<file path="src/rtl/fsc_pkg.sv">
package fsc_pkg;

  typedef enum logic [2:0] {
    ST_IDLE,
    ST_RUN,
    ST_PEND,
    ST_SUSP,
    ST_NEST
  } fsc_state_e;

  typedef enum logic {
    OP_PROG,
    OP_ERASE
  } fsc_op_e;

  localparam int unsigned FLG_READY    = 7;
  localparam int unsigned FLG_ERS_HOLD = 6;
  localparam int unsigned FLG_PRG_FAIL = 4;
  localparam int unsigned FLG_PRG_HOLD = 2;
  localparam logic [7:0]  FLG_RESET    = 8'h80;

  // A suspend is late when the work left fits inside the latency window.
  function automatic logic susp_is_late(input int unsigned left, input int unsigned lat);
    return left <= lat;
  endfunction

  // Work left once the latency window has been spent running.
  function automatic int unsigned left_after_halt(input int unsigned left, input int unsigned lat);
    return left - lat;
  endfunction

  // Flag bit that reports a pending suspend for a given operation kind.
  function automatic int unsigned hold_bit(input fsc_op_e kind);
    return (kind == OP_ERASE) ? FLG_ERS_HOLD : FLG_PRG_HOLD;
  endfunction

endpackage

</file>
<file path="src/rtl/fsc_countdown.sv">
module fsc_countdown #(
  parameter int W = 8
) (
  input  logic         clk,
  input  logic         rst_n,
  input  logic         load,
  input  logic [W-1:0] load_val,
  input  logic         dec,
  output logic [W-1:0] cnt_o,
  output logic         last_o
);

  logic [W-1:0] cnt_q;

  always_ff @(posedge clk or negedge rst_n) begin
    if (!rst_n) begin
      cnt_q <= '0;
    end else if (load) begin
      cnt_q <= load_val;
    end else if (dec && (cnt_q != '0)) begin
      cnt_q <= cnt_q - 1'b1;
    end
  end

  assign cnt_o  = cnt_q;
  assign last_o = (cnt_q == W'(1));

  AST_CNT_NO_UNDERFLOW: assert property (@(posedge clk) disable iff (!rst_n)
    (dec && !load) |-> (cnt_q != '0));

endmodule

</file>
<file path="src/rtl/fsc_access_guard.sv">
module fsc_access_guard
  import fsc_pkg::*;
#(
  parameter int SECT_W = 8
) (
  input  fsc_state_e        state,
  input  fsc_op_e           kind,
  input  logic [SECT_W-1:0] held_sect,
  input  logic [SECT_W-1:0] sect_i,
  input  logic              read_i,
  input  logic              prog_i,
  input  logic              wel,
  output logic              read_ok,
  output logic              nest_ok,
  output logic              prog_reject
);

  logic erase_held;
  logic sect_hit;

  always_comb begin
    erase_held  = (state == ST_SUSP) && (kind == OP_ERASE);
    sect_hit    = (sect_i == held_sect);
    read_ok     = read_i && ((state == ST_IDLE) ||
                             ((state == ST_SUSP) && !(erase_held && sect_hit)));
    prog_reject = prog_i && erase_held && sect_hit;
    nest_ok     = prog_i && wel && erase_held && !sect_hit;
  end

endmodule

</file>
<file path="src/rtl/flash_susp_ctrl.sv">
module flash_susp_ctrl
  import fsc_pkg::*;
#(
  parameter int SECT_W    = 8,
  parameter int PROG_CYC  = 200,
  parameter int ERASE_CYC = 2000,
  parameter int SUSP_LAT  = 30
) (
  input  logic              clk,
  input  logic              rst_n,
  input  logic              wren_i,
  input  logic              prog_i,
  input  logic              erase_i,
  input  logic              susp_i,
  input  logic              resume_i,
  input  logic              read_i,
  input  logic [SECT_W-1:0] sect_i,
  output logic [7:0]        fsr_o,
  output logic              wel_o,
  output logic              busy_o,
  output logic              rd_valid_o
);

  localparam int OP_MAX = (ERASE_CYC > PROG_CYC) ? ERASE_CYC : PROG_CYC;
  localparam int CNT_W  = $clog2(OP_MAX + 1);
  localparam int LAT_W  = $clog2(SUSP_LAT + 1);

  fsc_state_e        state_q;
  fsc_op_e           kind_q;
  logic [SECT_W-1:0] sect_q;
  logic              late_q;
  logic [7:0]        fsr_q;
  logic              wel_q;
  logic              rdv_q;
  logic [CNT_W-1:0]  exp_left_q;

  logic [CNT_W-1:0]  op_cnt;
  logic              op_last;
  logic              op_load;
  logic [CNT_W-1:0]  op_load_val;
  logic              op_dec;
  logic [LAT_W-1:0]  lat_cnt;
  logic              lat_last;
  logic              lat_dec;
  logic [CNT_W-1:0]  nest_cnt;
  logic              nest_last;
  logic              nest_dec;

  logic              read_ok;
  logic              nest_ok;
  logic              prog_reject;

  // Named events, shared by the state update and the assertions.
  logic    ev_start;
  fsc_op_e start_kind;
  logic    ev_susp_any;
  logic    susp_late;
  logic    ev_susp_accept;
  logic    ev_susp_late;
  logic    ev_susp_done;
  logic    ev_op_done;
  logic    ev_resume;
  logic    ev_nest_start;
  logic    ev_nest_done;
  logic    ev_reject;

  fsc_access_guard #(.SECT_W(SECT_W)) u_guard (
    .state       (state_q),
    .kind        (kind_q),
    .held_sect   (sect_q),
    .sect_i      (sect_i),
    .read_i      (read_i),
    .prog_i      (prog_i),
    .wel         (wel_q),
    .read_ok     (read_ok),
    .nest_ok     (nest_ok),
    .prog_reject (prog_reject)
  );

  always_comb begin
    start_kind     = erase_i ? OP_ERASE : OP_PROG;
    ev_start       = (state_q == ST_IDLE) && wel_q && (prog_i || erase_i);
    ev_susp_any    = (state_q == ST_RUN) && susp_i && !late_q;
    susp_late      = susp_is_late(int'(op_cnt), SUSP_LAT);
    ev_susp_accept = ev_susp_any && !susp_late;
    ev_susp_late   = ev_susp_any && susp_late;
    ev_susp_done   = (state_q == ST_PEND) && lat_last;
    ev_op_done     = (state_q == ST_RUN) && op_last;
    ev_resume      = (state_q == ST_SUSP) && resume_i;
    ev_nest_start  = nest_ok && !resume_i;
    ev_nest_done   = (state_q == ST_NEST) && nest_last;
    ev_reject      = prog_reject;
  end

  always_comb begin
    op_load     = ev_start;
    op_load_val = (start_kind == OP_ERASE) ? CNT_W'(ERASE_CYC) : CNT_W'(PROG_CYC);
    op_dec      = (state_q == ST_RUN) || ((state_q == ST_PEND) && !lat_last);
    lat_dec     = (state_q == ST_PEND);
    nest_dec    = (state_q == ST_NEST);
  end

  fsc_countdown #(.W(CNT_W)) u_op_cnt (
    .clk      (clk),
    .rst_n    (rst_n),
    .load     (op_load),
    .load_val (op_load_val),
    .dec      (op_dec),
    .cnt_o    (op_cnt),
    .last_o   (op_last)
  );

  fsc_countdown #(.W(LAT_W)) u_lat_cnt (
    .clk      (clk),
    .rst_n    (rst_n),
    .load     (ev_susp_accept),
    .load_val (LAT_W'(SUSP_LAT)),
    .dec      (lat_dec),
    .cnt_o    (lat_cnt),
    .last_o   (lat_last)
  );

  fsc_countdown #(.W(CNT_W)) u_nest_cnt (
    .clk      (clk),
    .rst_n    (rst_n),
    .load     (ev_nest_start),
    .load_val (CNT_W'(PROG_CYC)),
    .dec      (nest_dec),
    .cnt_o    (nest_cnt),
    .last_o   (nest_last)
  );

  always_ff @(posedge clk or negedge rst_n) begin
    if (!rst_n) begin
      state_q    <= ST_IDLE;
      kind_q     <= OP_PROG;
      sect_q     <= '0;
      late_q     <= 1'b0;
      fsr_q      <= FLG_RESET;
      wel_q      <= 1'b0;
      rdv_q      <= 1'b0;
      exp_left_q <= '0;
    end else begin
      rdv_q <= read_ok;
      if (wren_i && ((state_q == ST_IDLE) || (state_q == ST_SUSP))) begin
        wel_q <= 1'b1;
      end
      if (ev_start) begin
        state_q <= ST_RUN;
        kind_q  <= start_kind;
        sect_q  <= sect_i;
        late_q  <= 1'b0;
        wel_q   <= 1'b0;
        fsr_q[FLG_READY]    <= 1'b0;
        fsr_q[FLG_PRG_FAIL] <= 1'b0;
      end
      if (ev_susp_late) begin
        late_q <= 1'b1;
        fsr_q[hold_bit(kind_q)] <= 1'b1;
      end
      if (ev_susp_accept) begin
        state_q    <= ST_PEND;
        exp_left_q <= CNT_W'(left_after_halt(int'(op_cnt), SUSP_LAT));
        fsr_q[hold_bit(kind_q)] <= 1'b1;
      end
      if (ev_op_done) begin
        state_q <= ST_IDLE;
        late_q  <= 1'b0;
        fsr_q[FLG_READY]    <= 1'b1;
        fsr_q[FLG_PRG_HOLD] <= 1'b0;
        fsr_q[FLG_ERS_HOLD] <= 1'b0;
      end
      if (ev_susp_done) begin
        state_q <= ST_SUSP;
        fsr_q[FLG_READY] <= 1'b1;
      end
      if (ev_resume) begin
        state_q <= ST_RUN;
        fsr_q[FLG_READY] <= 1'b0;
      end
      if (ev_nest_start) begin
        state_q <= ST_NEST;
        wel_q   <= 1'b0;
        fsr_q[FLG_READY]    <= 1'b0;
        fsr_q[FLG_PRG_FAIL] <= 1'b0;
      end
      if (ev_nest_done) begin
        state_q <= ST_SUSP;
        fsr_q[FLG_READY] <= 1'b1;
      end
      if (ev_reject) begin
        fsr_q[FLG_PRG_FAIL] <= 1'b1;
      end
    end
  end

  assign fsr_o      = fsr_q;
  assign wel_o      = wel_q;
  assign rd_valid_o = rdv_q;
  assign busy_o     = (state_q == ST_RUN) || (state_q == ST_PEND) || (state_q == ST_NEST);

  AST_PRG_HOLD_SET: assert property (@(posedge clk) disable iff (!rst_n)
    (ev_susp_accept && (kind_q == OP_PROG)) |=> fsr_o[2]);
  AST_ERS_HOLD_SET: assert property (@(posedge clk) disable iff (!rst_n)
    (ev_susp_accept && (kind_q == OP_ERASE)) |=> fsr_o[6]);
  AST_HALT_READY: assert property (@(posedge clk) disable iff (!rst_n)
    ev_susp_done |=> (fsr_o[7] && !busy_o));
  AST_LAT_ACTIVE: assert property (@(posedge clk) disable iff (!rst_n)
    (state_q == ST_PEND) |-> (lat_cnt != '0));
  AST_DONE_CLEARS: assert property (@(posedge clk) disable iff (!rst_n)
    ev_op_done |=> (fsr_o[7] && !fsr_o[6] && !fsr_o[2] && !busy_o));
  AST_NEST_KEEPS_ERASE: assert property (@(posedge clk) disable iff (!rst_n)
    (state_q == ST_NEST) |-> (fsr_o[6] && (nest_cnt != '0)));
  AST_HELD_READ_INVALID: assert property (@(posedge clk) disable iff (!rst_n)
    (read_i && (state_q == ST_SUSP) && (kind_q == OP_ERASE) && (sect_i == sect_q))
      |=> !rd_valid_o);
  AST_REJECT_KEEPS_WEL: assert property (@(posedge clk) disable iff (!rst_n)
    (ev_reject && !wren_i) |=> (fsr_o[4] && (wel_o == $past(wel_o))));
  AST_SAVED_LEFT: assert property (@(posedge clk) disable iff (!rst_n)
    ev_susp_done |-> (op_cnt == exp_left_q));
  AST_IGNORED_SUSPEND: assert property (@(posedge clk) disable iff (!rst_n)
    (susp_i && ((state_q == ST_IDLE) || (state_q == ST_SUSP)) &&
     !prog_i && !erase_i && !resume_i) |=> $stable(fsr_o));
  AST_START_NEEDS_WEL: assert property (@(posedge clk) disable iff (!rst_n)
    $rose(busy_o) |-> !wel_o);

endmodule

</file>
<file path="config.mk">
export PLATFORM = sky130hd
export DESIGN_NAME = flash_susp_ctrl
export DESIGN_NICKNAME = d
export VERILOG_FILES = /design/src/rtl/fsc_pkg.sv /design/src/rtl/fsc_countdown.sv /design/src/rtl/fsc_access_guard.sv /design/src/rtl/flash_susp_ctrl.sv
export SDC_FILE = /design/constraint.sdc
export NUM_CORES = 1
export LEC_CHECK = 0
export CAP_MARGIN = 20
export CORE_MARGIN = 2
export CORE_UTILIZATION = 64
export CTS_BUF_LIST = sky130_fd_sc_hd__clkbuf_4 sky130_fd_sc_hd__clkbuf_8
export DETAILED_ROUTE_END_ITERATION = 6
export PLACE_DENSITY = 0.88
export SYNTH_ARGS = -nofsm -noshare
export SYNTH_HDL_FRONTEND = slang
export SYNTH_SLANG_ARGS = --single-unit
</file>
<file path="constraint.sdc">
create_clock -name clk -period 6 [get_ports clk]
set_input_delay 1.2 -clock clk [delete_from_list [all_inputs] [get_ports clk]]
set_output_delay 1.2 -clock clk [all_outputs]
set_load 0.01 [all_outputs]
</file>
==> key figures, run 1 <==
Synthesis
  – Syn Inst Count: 295
  – Flops & latches, synth: 46
  – Syn. warnings: 0
  – Sequential-to-total area share from yosys stat: 41.67%
  – Fraction of registers with async set or reset after synthesis: 100.0%
  – Yosys cell types: 66
  – Number of synthesized flops with an enable pin: 0
  – Syn_area_per_cell: 9.373 sq um
  – Main synth FF type: dfrtp_1
  – Synthesized cell area: 0.002765 sq mm

Critical path
  – Worst setup EP type: flop
  – Crit Path Max Fanout: 17
  – WP data required: 6.19 ns
  – Worst EP arrival: 3.19 ns
  – Reg2Reg Depth: 4
  – Critical path class: in -> reg
  – R2r endpoint: u_nest_cnt.cnt_o[10]$_DFFE_PN0P_
  – CP Capture Point: u_nest_cnt.cnt_o[10]$_DFFE_PN0P_
  – Startpoint Class: input pin
  – Worst setup path startpoint: sect_i[0]
  – R2R Path Start: state_q[0]$_DFFE_PN0P_
  – R2R Setup Slk: 3.70 ns

Timing
  – Relative slew slack: 33.98%
  – RSZ-0062 raised after global routing: false
  – Post-layout min period: 2.998 ns
  – Hold Vio Cnt, Final: 0
  – Final setup vio count: 0
  – Final WS setup: 3.002 ns
  – Max Clock Skew: 0.005826 ns
  – Worst slew pin tran: 0.9902 ns
  – Peak Freq: 0.3335 GHz
  – Setup TNS: 0 ns
  – Period utilisation layout: 49.97%
  – Fin. max-slew vios: 0

Placement
  – Placer Congestion: 0.8356
  – Pre-CTS worst setup slack: 2.724 ns
  – DP Wirelength: 4.132 mm
  – Post-Place Cell Area: 0.002982 sq mm
  – Port-buffer cells: 22

Floorplanning
  – Core area: 0.004086 sq mm
  – I/O pin count: 27
  – Site Rows: 23
  – DIE AREA: 0.004862 sq mm
  – DIE WIDTH: 69.73 um
  – Die Y: 69.73 um
  – Starting Density: 67.67%

Drt
  – Initial detailed-routing violation count: 220
  – Final ANT Viol Nets: 0
  – Routed vias/inst: 6.369
  – TritonRoute pass-1 iters: 4
  – Routed WL: 6.074 mm
  – Avg WL per Cell: 16.73 um
  – Detailed-route via count: 2312
  – DR DRC count: 0

Clock tree
  – CTS tree: yes
  – Cts hold-fix bufs: 0
  – Post-CTS Resized: 0
  – Post-CTS setup buffer count: 0
  – CTS root buf: clkbuf_8
  – TritonCTS Sinks: 46
  – H-tree level count: 2
  – CTS Buffer Depth: 2
  – Inserted Clock Buffers: 5
  – Worst-Skew Late Latency: 0.30 ns
  – Clk slew on worst S/H paths: 0.08 ns

Pwr
  – Pwr dens: 436.4 mW/mm^2
  – Clock Power Share: 13.8%
  – Reg power frac: 44.3%
  – VDD IR max: 267.7 uV
  – Power share of the combinational group: 42.0%
  – P_leak: 1.267 nW
  – Sw power: 0.5765 mW
  – Switch share: 42.71%
  – Cell Int Power: 0.7734 mW

GRT
  – Gr ovfl total: 0
  – Largest net degree at the start of global routing: 47
  – First-pass GRT wire length: 10.26 mm
  – Antenna violations before repair: 0
  – Number of global-route vias before repair: 2223
  – GRT Util Overall: 25.89%

Layout
  – Final net count: 338
  – Area Growth Syn to Fin: 11.86%
  – Commonest non-fill, non-tap cell in the layout: dfrtp_1
  – Cell area after layout: 0.003093 sq mm
  – Final core occ: 75.69%
  – Layout cells sized above 1: 8.946%
  – Most frequent cells in the layout: 45 x dfrtp_1, 43 x nand2_1, 21 x clkdlybuf4s50_1
  – Fillers: 296
  – Sequential Area: 0.001152 sq mm
  – Area of the multi-input gates: 0.001488 sq mm
  – Diodes inserted: 0

Outcome
  – Status: finished, final reports clean

Job
  – Max-Cap Viols: 0

Min path
  – Worst hold path type: reg -> reg
  – Worst hold stages: 2
-- stage by stage --
stage,hold slack (ns),instances,total power [mW]
6_report,0.5124,363,1.350
2_1_floorplan,0.4655,298,0.9823
4_1_cts,0.5070,362,1.341
3_5_place_dp,0.4890,355,1.149
5_1_grt,0.5323,363,1.456
3_3_place_gp,0.4767,355,1.120
-- cell type report --
cell class	instances	area share, %
well taps	50	2.023
inverters	13	1.578
flip-flops and latches	46	37.26
clock buffers	7	2.710
multi-input cells	222	48.10
repair buffers	25	8.333
-- synth_stat cells, types with 2 or more instances --
library cell / instances / area share [%]
dfrtp_1: 45 / 41
nand2_1: 43 / 5.8
nor2_1: 16 / 2.2
inv_1: 13 / 1.8
xor2_1: 11 / 3.5
nand3_1: 10 / 1.8
nand4_1: 10 / 2.3
o21ai_0: 10 / 1.8
a21oi_1: 9 / 1.6
ha_1: 9 / 4.1
nor3_1: 9 / 1.6
buf_2: 7 / 1.3
o211ai_1: 7 / 1.9
clkbuf_1: 5 / 0.68
a31oi_1: 4 / 0.90
and4_1: 4 / 1.3
buf_4: 4 / 1.1
mux2i_1: 4 / 1.4
nor4_1: 4 / 0.90
or3_1: 4 / 0.90
or4_1: 4 / 1.1
a21o_1: 3 / 0.81
and3b_1: 3 / 0.95
nor3b_2: 3 / 1.4
xnor2_1: 3 / 0.95
a211oi_1: 2 / 0.54
a311oi_1: 2 / 0.63
and2_1: 2 / 0.45
nor3b_1: 2 / 0.54
o2111ai_1: 2 / 0.63
o31a_1: 2 / 0.63
o41ai_1: 2 / 0.63
or2_2: 2 / 0.45
or3b_1: 2 / 0.63
or4b_1: 2 / 0.72
-- worst min path at each step --
stage | start | to
after global routing | fsr_o[7]$_DFF_PN1_ | fsr_o[7]$_DFF_PN1_
final | sect_q[2]$_DFFE_PN0P_ | sect_q[2]$_DFFE_PN0P_
after floorplan | sect_q[0]$_DFFE_PN0P_ | sect_q[0]$_DFFE_PN0P_
after CTS | sect_q[1]$_DFFE_PN0P_ | sect_q[1]$_DFFE_PN0P_
after global placement | sect_q[2]$_DFFE_PN0P_ | sect_q[2]$_DFFE_PN0P_
after detailed placement | sect_q[2]$_DFFE_PN0P_ | sect_q[2]$_DFFE_PN0P_
-- power groups by stage --
stage	Sequential (mW)	Clock, mW	Combinational (mW)
after floorplan	0.532	0	0.450
after global placement	0.587	0	0.532
after detailed placement	0.593	0	0.556
after CTS	0.590	0.190	0.560
after global routing	0.618	0.202	0.636
final	0.598	0.186	0.566
-- critical path: stages --
cell	delay, ns
clkdlybuf4s50_1	0.50
xor2_1	0.17
nor4_1	0.11
a2111oi_4	0.93
and3b_1	0.26
-- logic make-up (layout without fill, tap and decap cells) --
group	count (synthesis)	in the layout	share of synthesized area [%]
AO/OA/AOI/OAI	60	60	16.20
XOR/XNOR	14	14	4.434
adder cells (fa/ha/maj)	9	9	4.072
buffers and inverters	30	45	4.932
flip-flops	46	46	41.67
multiplexers	4	4	1.448
other	1	4	0.1356
AND/OR/NAND/NOR	131	131	27.10
-- per-layer routing --
metal / global-route usage [%] / wire, um / up-vias
li1: - / - / 1114
met1: 37.20 / 2890 / 1124
met2: 40.60 / 2789 / 62
met3: 3.634 / 294 / 12
met4: 8.547 / 100 / 0
met5: 0 / 0 / -
-- state kept, by name, summed over array words and instances (netlist names) --
signal / cells
late_q: 1
wel_o: 1
fsr_o: 4
kind_q: 1
sect_q: 8
u_nest_cnt.cnt_o: 11
u_op_cnt.cnt_o: 11
u_lat_cnt.cnt_o: 5
rd_valid_o: 1
state_q: 3
Note: power is estimated with default switching activity, not from simulation.
==> run 2: changes to the inputs <==
--- a/config.mk
+++ b/config.mk
@@ -7,10 +7,10 @@
 export LEC_CHECK = 0
 export CAP_MARGIN = 20
 export CORE_MARGIN = 2
-export CORE_UTILIZATION = 64
+export CORE_UTILIZATION = 59
 export CTS_BUF_LIST = sky130_fd_sc_hd__clkbuf_4 sky130_fd_sc_hd__clkbuf_8
 export DETAILED_ROUTE_END_ITERATION = 6
-export PLACE_DENSITY = 0.88
+export PLACE_DENSITY = 0.82
 export SYNTH_ARGS = -nofsm -noshare
 export SYNTH_HDL_FRONTEND = slang
 export SYNTH_SLANG_ARGS = --single-unit
==> constraint.sdc (replaced) <==
create_clock -name clk -period 3.05 [get_ports clk]
set_input_delay 0.61 -clock clk [delete_from_list [all_inputs] [get_ports clk]]
set_output_delay 0.61 -clock clk [all_outputs]
set_load 0.01 [all_outputs]
==> run 2 against run 1 <==
  * Worst setup slack worse by 2.3 ns
  * Critical path depth shrank 2
  * Design area up 0.77%
  * Core utilization decreased by 5.6 points
  * Clock-buffer cell count is 1 higher
  * Global-route usage decreased by 2.9 points
  * Combinational power rose by 94%
  * Die area grew 8.0%
  * Clock power up 110%
  * Clock skew is 0.0016 ns higher
  * First-iteration DRC count decreased by 21%
  * Largest cell class unchanged
==> key figures, run 2 (synthesis results as in run 1) <==
Outcome
  – Status: finished, final reports clean

Critical path
  – Critical path class: reg -> out
  – R2R Setup Slk: 0.83 ns (-2.87 ns)
  – Worst path max stage delay: 0.56 ns (-0.37 ns)
  – Reg2Reg Depth: 4 (unchanged)
  – Worst EP arrival: 1.75 ns (-1.44 ns)
  – Worst path cell trace: xnor2_1 > o21ai_0 > clkdlybuf4s50_1
  – R2r endpoint: state_q[0]$_DFFE_PN0P_
  – Startpoint Class: flop
  – Worst setup EP type: primary output
  – Crit-path slowest cell: clkdlybuf4s50_1
  – Crit Path Max Fanout: 12 (-5)
  – WP data required: 2.44 ns (-3.75 ns)
  – R2R Path Start: state_q[0]$_DFFE_PN0P_

Timing
  – Max Clock Skew: 0.007465 ns (+0.001639 ns)
  – Hold Vio Cnt, Final: 0 (unchanged)
  – RSZ-0062 raised after global routing: false
  – Fin. max-slew vios: 0 (unchanged)
  – Setup TNS: 0 ns (unchanged)
  – Worst slew pin tran: 0.6576 ns (-0.3327 ns)
  – Peak Freq: 0.4238 GHz
  – Min Hold Slack: 0.1317 ns (-0.3807 ns)
  – Period utilisation layout: 77.36%
  – Final setup vio count: 0 (unchanged)
  – Post-layout min period: 2.359 ns
  – Relative slew slack: 56.16% (+22 points)

Pwr
  – Tot Pwr: 2.667 mW (+98%)
  – P_leak: 1.282 nW (+1.2%)
  – Pwr dens: 855.7 mW/mm^2 (+96%)
  – VDD IR max: 484.0 uV (+81%)

Floorplanning
  – Core area: 0.004444 sq mm (+8.8%)
  – I/O pin count: 27 (unchanged)
  – Starting Density: 62.22% (-5.4 points)
  – Die Y: 72.46 um (+3.9%)
  – DIE WIDTH: 72.46 um (+3.9%)
  – DIE AREA: 0.005250 sq mm (+8.0%)
  – Site Rows: 24 (+4.3%)

Layout
  – Area Growth Syn to Fin: 12.71%
  – Fillers: 347 (+17%)
  – Final net count: 340 (+0.59%)
  – Layout cells sized above 1: 9.810% (+0.86 points)
  – Most frequent cells in the layout: 45 x dfrtp_1, 43 x nand2_1, 21 x clkdlybuf4s50_1
  – Cell area after layout: 0.003117 sq mm (+0.77%)
  – Final core occ: 70.13% (-5.6 points)
  – Commonest non-fill, non-tap cell in the layout: dfrtp_1
  – Diodes inserted: 0 (unchanged)

GRT
  – GRT Util Overall: 23.03% (-2.9 points)
  – First-pass GRT wire length: 9.673 mm (-5.7%)
  – Number of global-route vias before repair: 2135 (-4.0%)
  – Antenna violations before repair: 0 (unchanged)
  – Largest net degree at the start of global routing: 47 (unchanged)
  – Gr ovfl total: 0 (unchanged)

Job
  – Max-Cap Viols: 0 (unchanged)

Drt
  – Detailed-route via count: 2293 (-0.82%)
  – Routed vias/inst: 6.231 (-2.2%)
  – DR DRC count: 0 (unchanged)
  – Initial detailed-routing violation count: 173 (-21%)
  – Routed WL: 5.639 mm (-7.2%)
  – Avg WL per Cell: 15.32 um (-8.4%)
  – TritonRoute pass-1 iters: 6 (+2)
  – Final ANT Viol Nets: 0 (unchanged)

Clock tree
  – Inserted Clock Buffers: 5 (unchanged)
  – CTS root buf: clkbuf_8
  – CTS Buffer Depth: 2 (unchanged)
  – TritonCTS Sinks: 46 (unchanged)
  – Clk slew on worst S/H paths: 0.08 ns (about the same)
  – Worst-Skew Late Latency: 0.29 ns (about the same)
  – CTS tree: yes
  – Post-CTS setup buffer count: 0 (unchanged)
  – Cts hold-fix bufs: 0 (unchanged)
  – H-tree level count: 2 (unchanged)
  – Post-CTS Resized: 0 (unchanged)

Placement
  – DP Wirelength: 4.049 mm (-2.0%)
  – Placer Congestion: 0.8498 (+1.7%)
  – Post-Place Cell Area: 0.002999 sq mm (+0.59%)
  – Port-buffer cells: 22 (unchanged)

Min path
  – Worst hold path type: in -> async
[run 2: stage by stage]
stage,setup WS (ns),cells
final,0.6906,368
after global routing,0.5849,368
after CTS,0.6482,367
after detailed placement,0.4493,359
after global placement,0.5354,359
after floorplan,1.108,298
[run 2: where the power goes]
| group | total [mW] | internal (mW) | leakage, nW | switching, mW |
|---|---|---|---|---|
| registers | 1.17 | 0.850 | 0.537 | 0.316 |
| clock network | 0.397 | 0.203 | 0.0523 | 0.194 |
| logic | 1.10 | 0.500 | 0.693 | 0.604 |
| total | 2.67 | 1.55 | 1.28 | 1.11 |
[run 2: worst max path at each step]
stage,from,end,depth (start not counted)
2_1_floorplan,sect_i[6],u_nest_cnt.cnt_o[7]$_DFFE_PN0P_,4
3_5_place_dp,sect_i[7],u_nest_cnt.cnt_o[1]$_DFFE_PN0P_,7
6_report,state_q[0]$_DFFE_PN0P_,busy_o,3
4_1_cts,state_q[0]$_DFFE_PN0P_,busy_o,3
5_1_grt,state_q[0]$_DFFE_PN0P_,busy_o,3
3_3_place_gp,sect_i[3],u_nest_cnt.cnt_o[1]$_DFFE_PN0P_,7
[run 2: critical path: cells and delay by family, from the launching register on]
| kind | cells | cell delay [ns] |
|---|---|---|
| xor+xnor | 1 | 0.19 |
| buf+inv | 1 | 0.56 |
| flops | 1 | 0.54 |
| compound gates | 1 | 0.17 |
[run 2: layout make-up]
class | instances | area (sq um) | share of cell area, %
repair buffers | 27 | 265.3 | 8.511
clock buffers | 8 | 97.59 | 3.131
flip-flops and latches | 46 | 1152 | 36.97
inverters | 13 | 48.80 | 1.566
well taps | 52 | 65.06 | 2.088
multi-input cells | 222 | 1488 | 47.73
[run 2: routing by layer]
layer	up-vias	track usage [%]	routed length, um
met5	-	0	0
met4	0	7.613	108
met3	15	4.444	412
met2	95	34.76	2427
met1	1066	33.54	2691
li1	1117	-	-
